File: src/rtl/xbf_pkg.sv
package xbf_pkg;
    localparam int BANK_W   = 8;
    localparam int NUM_REGS = 12;
    localparam int STD_REGS = 8;
    localparam int PRG_WIN  = 4;
    localparam int CHR_WIN  = 8;
    localparam int IDX_W    = $clog2(NUM_REGS);

    typedef logic [BANK_W-1:0] bank_t;
    typedef bank_t [NUM_REGS-1:0] regs_t;

    typedef enum logic [1:0] {
        ACC_NONE = 2'd0,
        ACC_SEL  = 2'd1,
        ACC_DATA = 2'd2,
        ACC_MIRR = 2'd3
    } access_e;

    typedef struct packed {
        bank_t       sel;
        logic [1:0]  mirr;
        regs_t       regs;
    } state_t;

    function automatic regs_t reset_regs();
        regs_t r;
        r[0]  = 8'h00; r[1]  = 8'h02; r[2]  = 8'h04; r[3]  = 8'h05;
        r[4]  = 8'h06; r[5]  = 8'h07; r[6]  = 8'h00; r[7]  = 8'h01;
        r[8]  = 8'hFE; r[9]  = 8'hFF; r[10] = 8'hFF; r[11] = 8'hFF;
        return r;
    endfunction
endpackage

File: src/rtl/xbf_decode.sv
module xbf_decode
    import xbf_pkg::*;
#(
    parameter logic [15:0] ADDR_MASK = 16'hE003,
    parameter logic [15:0] SEL_ADDR  = 16'h8000,
    parameter logic [15:0] DATA_ADDR = 16'h8001,
    parameter logic [15:0] MIRR_ADDR = 16'hA000
) (
    input  logic        wr_en,
    input  logic [15:0] cpu_addr,
    output access_e     acc
);
    logic [15:0] masked;

    always_comb begin
        masked = cpu_addr & ADDR_MASK;
        acc    = ACC_NONE;
        if (wr_en) begin
            if (masked == SEL_ADDR)       acc = ACC_SEL;
            else if (masked == DATA_ADDR) acc = ACC_DATA;
            else if (masked == MIRR_ADDR) acc = ACC_MIRR;
        end
    end
endmodule

File: src/rtl/xbf_regs.sv
module xbf_regs
    import xbf_pkg::*;
(
    input  logic       clk,
    input  logic       rst_n,
    input  access_e    acc,
    input  bank_t      cpu_data,
    input  logic       ext_mode,
    output bank_t      sel_q_o,
    output logic [1:0] mirr_q_o,
    output regs_t      regs_q_o
);
    state_t state_d, state_q;
    logic [3:0] wr_idx;
    logic       idx_ok;

    always_comb begin
        state_d = state_q;
        wr_idx  = ext_mode ? state_q.sel[3:0] : {1'b0, state_q.sel[2:0]};
        idx_ok  = (32'(wr_idx) < NUM_REGS);
        unique case (acc)
            ACC_SEL:  state_d.sel = cpu_data;
            ACC_DATA: if (idx_ok) state_d.regs[wr_idx] = cpu_data;
            ACC_MIRR: state_d.mirr = cpu_data[1:0];
            default: ;
        endcase
    end

    always_ff @(posedge clk) begin
        if (!rst_n) begin
            state_q.sel  <= '0;
            state_q.mirr <= '0;
            state_q.regs <= reset_regs();
        end else begin
            state_q <= state_d;
        end
    end

    assign sel_q_o  = state_q.sel;
    assign mirr_q_o = state_q.mirr;
    assign regs_q_o = state_q.regs;

    assert_reset_vals_R4: assert property (@(posedge clk) disable iff (!rst_n)
        $past(!rst_n) |-> (state_q.sel == 8'h00 && state_q.mirr == 2'd0
                           && state_q.regs == reset_regs()));

    assert_no_touch_R1: assert property (@(posedge clk) disable iff (!rst_n)
        (acc == ACC_NONE) |=> $stable(state_q));

    assert_data_lands_R3: assert property (@(posedge clk) disable iff (!rst_n)
        (acc == ACC_DATA && idx_ok) |=> (state_q.regs[$past(wr_idx)] == $past(cpu_data)));

    assert_high_idx_drop_R3: assert property (@(posedge clk) disable iff (!rst_n)
        (acc == ACC_DATA && !idx_ok) |=> $stable(state_q.regs));

    assert_mirr_store_R10: assert property (@(posedge clk) disable iff (!rst_n)
        (acc == ACC_MIRR) |=> (state_q.mirr == $past(cpu_data[1:0])));

    assert_sel_store_R2: assert property (@(posedge clk) disable iff (!rst_n)
        (acc == ACC_SEL) |=> (state_q.sel == $past(cpu_data)));
endmodule

File: src/rtl/xbf_map.sv
module xbf_map
    import xbf_pkg::*;
(
    input  logic                      clk,
    input  logic                      rst_n,
    input  logic                      ext_mode,
    input  bank_t                     sel,
    input  regs_t                     regs,
    output bank_t [PRG_WIN-1:0]       prg_bank,
    output bank_t [CHR_WIN-1:0]       chr_bank
);
    localparam int HALF = CHR_WIN / 2;
    localparam int PAIR_SLOTS = 4;
    localparam int EXT_IDX [CHR_WIN] = '{0, 10, 1, 11, 2, 3, 4, 5};

    bank_t fix_lo, fix_hi;
    bank_t slot_std [CHR_WIN];
    bank_t slot_ext [CHR_WIN];
    bank_t slot     [CHR_WIN];

    always_comb begin
        fix_lo = ext_mode ? regs[8] : 8'hFE;
        fix_hi = ext_mode ? regs[9] : 8'hFF;
        prg_bank[0] = sel[6] ? fix_lo  : regs[6];
        prg_bank[1] = regs[7];
        prg_bank[2] = sel[6] ? regs[6] : fix_lo;
        prg_bank[3] = fix_hi;
    end

    for (genvar s = 0; s < CHR_WIN; s++) begin : g_slot
        if (s < PAIR_SLOTS) begin : g_pair
            assign slot_std[s] = {regs[s/2][BANK_W-1:1], 1'(s % 2)};
        end else begin : g_single
            assign slot_std[s] = regs[s-2];
        end
        assign slot_ext[s] = regs[EXT_IDX[s]];
        assign slot[s]     = ext_mode ? slot_ext[s] : slot_std[s];
    end

    for (genvar w = 0; w < CHR_WIN; w++) begin : g_win
        assign chr_bank[w] = sel[7] ? slot[w ^ HALF] : slot[w];
    end

    assert_top_fixed_R5: assert property (@(posedge clk) disable iff (!rst_n)
        !ext_mode |-> (prg_bank[3] == 8'hFF));

    assert_fixed_pair_R5: assert property (@(posedge clk) disable iff (!rst_n)
        !ext_mode |-> (prg_bank[0] == 8'hFE || prg_bank[2] == 8'hFE));

    assert_chr_pair_R7: assert property (@(posedge clk) disable iff (!rst_n)
        (!ext_mode && !sel[7]) |-> (chr_bank[1] == {chr_bank[0][7:1], 1'b1}));

    assert_chr_swap_R9: assert property (@(posedge clk) disable iff (!rst_n)
        (!ext_mode && sel[7]) |-> (chr_bank[5] == {chr_bank[4][7:1], 1'b1}));
endmodule

File: src/rtl/xbank_file.sv
module xbank_file
    import xbf_pkg::*;
(
    input  logic                   clk,
    input  logic                   rst_n,
    input  logic                   wr_en,
    input  logic [15:0]            cpu_addr,
    input  logic [7:0]             cpu_data,
    input  logic                   ext_mode,
    output logic [3:0][7:0]        prg_bank,
    output logic [7:0][7:0]        chr_bank,
    output logic [1:0]             mirror_sel
);
    access_e acc;
    bank_t   sel_q;
    regs_t   regs_q;

    xbf_decode u_decode (
        .wr_en    (wr_en),
        .cpu_addr (cpu_addr),
        .acc      (acc)
    );

    xbf_regs u_regs (
        .clk      (clk),
        .rst_n    (rst_n),
        .acc      (acc),
        .cpu_data (cpu_data),
        .ext_mode (ext_mode),
        .sel_q_o  (sel_q),
        .mirr_q_o (mirror_sel),
        .regs_q_o (regs_q)
    );

    xbf_map u_map (
        .clk      (clk),
        .rst_n    (rst_n),
        .ext_mode (ext_mode),
        .sel      (sel_q),
        .regs     (regs_q),
        .prg_bank (prg_bank),
        .chr_bank (chr_bank)
    );
endmodule

File: config.mk
export PLATFORM = sky130hd
export DESIGN_NAME = xbank_file
export DESIGN_NICKNAME = d
export VERILOG_FILES = /design/src/rtl/xbf_pkg.sv /design/src/rtl/xbf_decode.sv /design/src/rtl/xbf_regs.sv /design/src/rtl/xbf_map.sv /design/src/rtl/xbank_file.sv
export SDC_FILE = /design/constraint.sdc
export NUM_CORES = 1
export LEC_CHECK = 0
export BUFFER_PORTS_ARGS = -buffer_cell sky130_fd_sc_hd__buf_2
export CAP_MARGIN = 20
export CORE_MARGIN = 2
export CORE_UTILIZATION = 46
export DETAILED_ROUTE_END_ITERATION = 8
export PLACE_DENSITY = 0.69
export SLEW_MARGIN = 5
export SYNTH_ARGS = -nofsm -noshare
export SYNTH_HDL_FRONTEND = slang
export SYNTH_SLANG_ARGS = --single-unit
File: constraint.sdc
create_clock -name clk -period 4.56 [get_ports clk]
set_input_delay 0 -clock clk [delete_from_list [all_inputs] [get_ports clk]]
set_output_delay 0 -clock clk [all_outputs]
set_load 0.1 [all_outputs]
## Word-level counts from Yosys, hierarchy flattened

Cells that the tools add are included.

- Output and inout bits: 98
- Logic and storage cells: 49
- Bits in registers: 106

- Magnitude comparators: 3
- Reduce and logical (&&, ||, !) cells: 2
- Eq/ne operators: 6
- Multiplexer cells: 24

Operator list:

| kind | number |
|---|---|
| two-way mux 8 bit | 15 |
| bitwise mux 96 bit | 1 |
| demux 8 bit (select 4 bit) | 1 |
| == test 5 bit (second input constant) | 3 |
| two-way mux 2 bit | 4 |
| less-than comparator 4 x 5 -> 1 bit (second input constant) | 1 |
| == test 2 bit (second input constant) | 2 |
| greater-or-equal comparator 4 x 1 -> 1 bit (second input constant) | 1 |
| less-than comparator 4 bit (second input constant) | 1 |
| two-way mux 4 bit | 1 |
| == test 2 x 1 -> 1 bit (second input constant) | 1 |
| two-way mux 1 bit | 2 |
| AND reduction 2 bit | 1 |
| logical AND 1 bit | 1 |

## Logic depth before layout (Yosys ltp)

- Word-level depth: 7
- Mapped depth: 6

## Cells and area by module

From an unflattened synthesis, not the netlist that was laid out.

- Cells, all modules: 566
- Area total of the unflattened synthesis: 5,398.9 um^2

By module, submodules not included:

| module | area each (um^2) | sequential area each (um^2) | times used | cells an instance |
|---|---|---|---|---|
| xbf_regs | 4,025.1 | 2,122.0 | 1 | 384 |
| xbf_map | 1,346.3 | 0.0 | 1 | 178 |
| xbf_decode | 27.5 | 0.0 | 1 | 4 |

## Worst setup path after synthesis

No wires, ideal clock.

- Path kind: register to output
- Start: reg u_regs.sel_q_o[6] (netlist name)
- End: out prg_bank[0] (netlist bit)
- Path slack: 1.711 ns
- Data required time: 4.560 ns
- Stages on the path, launching flop included: 4
- Arrival: 2.849 ns
- Cells stage by stage: dfxtp_1 -> clkbuf_1 -> clkbuf_1 -> o21ai_0

RTL lines:

| item | line | text |
|---|---|---|
| to (decl) | xbank_file.sv:10 | `output logic [3:0][7:0] prg_bank,` |

==> load_flow_metrics.sql <==
INSERT INTO impl_metrics (metric_group, metric, value, unit) VALUES
('run_status', 'status', 'finished, final reports clean', ''),
('global_routing', 'grt_first_pass_wirelength', '22000', 'um'),
('placed_design', 'portBuffers', '114', ''),
('timing', 'fin_worst_skew', '0.00645', 'ns'),
('floorplan', 'floorplan.rows', '39', ''),
('detailed_routing', 'wl_met1', '6280', 'um'),
('timing', 'finalSetupViolations', '0', ''),
('finish', 'final_cell_area', '6120', 'um2'),
('clock_tree', 'cts_tree', 'yes', ''),
('detailed_routing', 'post-route-drc-count', '0', ''),
('placed_design', 'post-place-ws', '2.39', 'ns'),
('clock_tree', 'cts_setup_buffers', '0', ''),
('power_and_ir_drop', 'pwr_dens', '300', 'nW/um2'),
('global_routing', 'grt_start_max_net_pins', '48', ''),
('placed_design', 'placedInstanceArea', '5820', 'um2'),
('clock_tree', 'h-tree-depth', '3', ''),
('detailed_routing', 'drtIter0Drc', '261', ''),
('worst_setup_path', 'critPathCapture', 'chr_bank[52]', ''),
('yosys', 'synth.net_count', '579', ''),
('worst_setup_path', 'worst_ep_arrival_time', '2.36', 'ns'),
('clock_tree', 'ctsHoldBuffers', '1', ''),
('placed_design', 'gp_routability_congestion', '0.870', ''),
('yosys', 'synth_seq_area_share', '39.0', '%'),
('detailed_routing', 'wl', '14000', 'um'),
('detailed_routing', 'dr.pass1.iters', '5', ''),
('yosys', 'synth-main-ff-cell', 'sky130_fd_sc_hd__dfxtp_1', ''),
('global_routing', 'grt_usage', '22.1', '%'),
('timing', 'final-hold-violation-count', '0', ''),
('yosys', 'ys_warn_count', '0', ''),
('detailed_routing', 'sum_of_met3_wire_segment_lengths_after_detailed_routing', '753', 'um'),
('timing', 'final_clock_period_utilization_by_the_worst_path', '51.8', '%'),
('clock_tree', 'tritoncts.num_buffers', '9', ''),
('yosys', 'synth_largest_type_area_fraction', '39.0', '%'),
('clock_tree', 'post_cts_resize_count', '0', ''),
('worst_setup_path', 'worstSetupStartpoint', 'u_regs.sel_q_o[7]', ''),
('floorplan', 'die_height', '112', 'um'),
('timing', 'setup_repair_after_global_routing_missed_its_margin', 'no', ''),
('detailed_routing', 'route.detailed.vias_per_inst', '5.59', ''),
('floorplan', 'io_pins', '126', ''),
('yosys', 'synth_largest_area_cell', 'sky130_fd_sc_hd__dfxtp_1', ''),
('floorplan', 'fp.coreArea', '11400', 'um2'),
('finish', 'instances_no_fill', '780', ''),
('worst_setup_path', 'timing.critical_path.from_type', 'register', ''),
('yosys', 'most_numerous_cell_in_the_yosys_netlist', 'sky130_fd_sc_hd__dfxtp_1', ''),
('yosys', 'synth_enable_flop_cells', '0', ''),
('finish', 'nNetsFinal', '660', ''),
('clock_tree', 'cts.sinks', '104', ''),
('clock_tree', 'clk_pin_slew', '0.07', 'ns'),
('clock_tree', 'clockRootBuffer', 'sky130_fd_sc_hd__clkbuf_16', ''),
('detailed_routing', 'top_signal_layer_used', 'met4', ''),
('worst_setup_path', 'worst-r2r-setup-slack', '2.72', 'ns'),
('finish', 'share_of_post_route_cells_with_drive_strength_above_1', '34.5', '%'),
('yosys', 'synth.cell_area', '5340', 'um2'),
('timing', 'timing.final.crit_period', '2.36', 'ns'),
('finish', 'antenna_cells_inserted', '0', ''),
('worst_setup_path', 'end_kind', 'output port', ''),
('global_routing', 'grt_antenna_before_repair', '0', ''),
('worst_setup_path', 'worst_r2r_path_depth', '3', ''),
('min_path', 'hold_path_class', 'primary input to register', ''),
('yosys', 'postSynthCellCount', '551', ''),
('floorplan', 'die_width', '112', 'um'),
('detailed_routing', 'drt-wirelength-per-cell', '17.9', 'um'),
('worst_setup_path', 'crit_required', '4.56', 'ns'),
('worst_setup_path', 'crit_path_max_fanout', '40', ''),
('yosys', 'yosys-top-cells-area', 'sky130_fd_sc_hd__dfxtp_1 39%, sky130_fd_sc_hd__mux2i_1 15%, sky130_fd_sc_hd__mux2_2 15%', ''),
('yosys', 'synth.distinct_cells', '42', ''),
('worst_setup_path', 'critical_path.reg2reg.startpoint', 'u_regs.sel_q_o[0]', ''),
('worst_setup_path', 'setup.worst_path.class', 'register to output port', ''),
('floorplan', 'initial_core_util', '47.0', '%'),
('power_and_ir_drop', 'design_power_total', '1.84', 'mW'),
('finish', 'areaGrowthSynthToFinish', '14.7', '%');
power by group:
| part | total, mW | internal [mW] | leakage [nW] | switching [mW] |
|---|---|---|---|---|
| Clock | 0.757 | 0.392 | 0.133 | 0.365 |
| Combinational | 0.171 | 0.0345 | 1.92 | 0.136 |
| Sequential | 0.911 | 0.908 | 0.840 | 0.00230 |
area by class of cell:
class,instances,area [um2]
tap,143,179
sequential,104,2080
inverter,22,82.6
multi-input combinational,378,2890
clock inverter,6,51.3
clock buffer,10,239
fill,1061,5250
timing repair buffer,117,596
critical path, stage by stage, from the launching register on:
cell,delay [ns]
sky130_fd_sc_hd__dfxtp_2,0.78
sky130_fd_sc_hd__buf_4,0.53
sky130_fd_sc_hd__mux2_2,0.39
sky130_fd_sc_hd__buf_2,0.29
layout by cell type, fill, tap and decap left out, types with 3 or more instances in the layout:
cell and n:
sky130_fd_sc_hd__and4_1 3, sky130_fd_sc_hd__a21oi_1 6, sky130_fd_sc_hd__inv_1 21, sky130_fd_sc_hd__o31a_1 4, sky130_fd_sc_hd__o211ai_1 15, sky130_fd_sc_hd__nand2b_1 12
sky130_fd_sc_hd__nand3_2 4, sky130_fd_sc_hd__o21ai_0 19, sky130_fd_sc_hd__nand4_2 4, sky130_fd_sc_hd__clkbuf_16 9, sky130_fd_sc_hd__nand2_1 77, sky130_fd_sc_hd__buf_2 114
sky130_fd_sc_hd__nor3_1 5, sky130_fd_sc_hd__dfxtp_1 103, sky130_fd_sc_hd__nor2_1 25, sky130_fd_sc_hd__nand3_1 4, sky130_fd_sc_hd__clkinvlp_4 3, sky130_fd_sc_hd__mux2_2 70
sky130_fd_sc_hd__o31ai_1 15, sky130_fd_sc_hd__mux2i_1 81, sky130_fd_sc_hd__a31oi_1 7, sky130_fd_sc_hd__a41oi_1 5
flip-flops by register name, summed over array words and instances, names as in the netlist:
register	flops
u_regs.mirr_q_o	2
u_regs.regs_q_o	96
u_regs.sel_q_o	6
logic make-up after synthesis:
| family | Yosys count | share of synthesized area (%) |
|---|---|---|
| compound gates | 74 | 9.25 |
| buf+inv | 69 | 6.84 |
| simple gates | 153 | 15.0 |
| flops | 104 | 39.0 |
| mux | 151 | 29.9 |
layer usage:
metal,global-route usage [%],vias to the layer above
met1,30.4,2105
met2,35.4,131
li1,-,2109
met3,4.03,19
met4,6.83,0
met5,0,-
worst min path at each step:
stage,from,endpoint,depth (start not counted)
after floorplan,cpu_data[3],u_regs.regs_q_o[67],2
after global placement,cpu_data[3],u_regs.regs_q_o[67],3
after detailed placement,cpu_data[3],u_regs.regs_q_o[67],3
after CTS,cpu_data[7],u_regs.regs_q_o[71],3
after global routing,cpu_data[7],u_regs.regs_q_o[71],3
final,cpu_data[7],u_regs.regs_q_o[71],3
No activity file was read; power rests on OpenSTA's default activity.
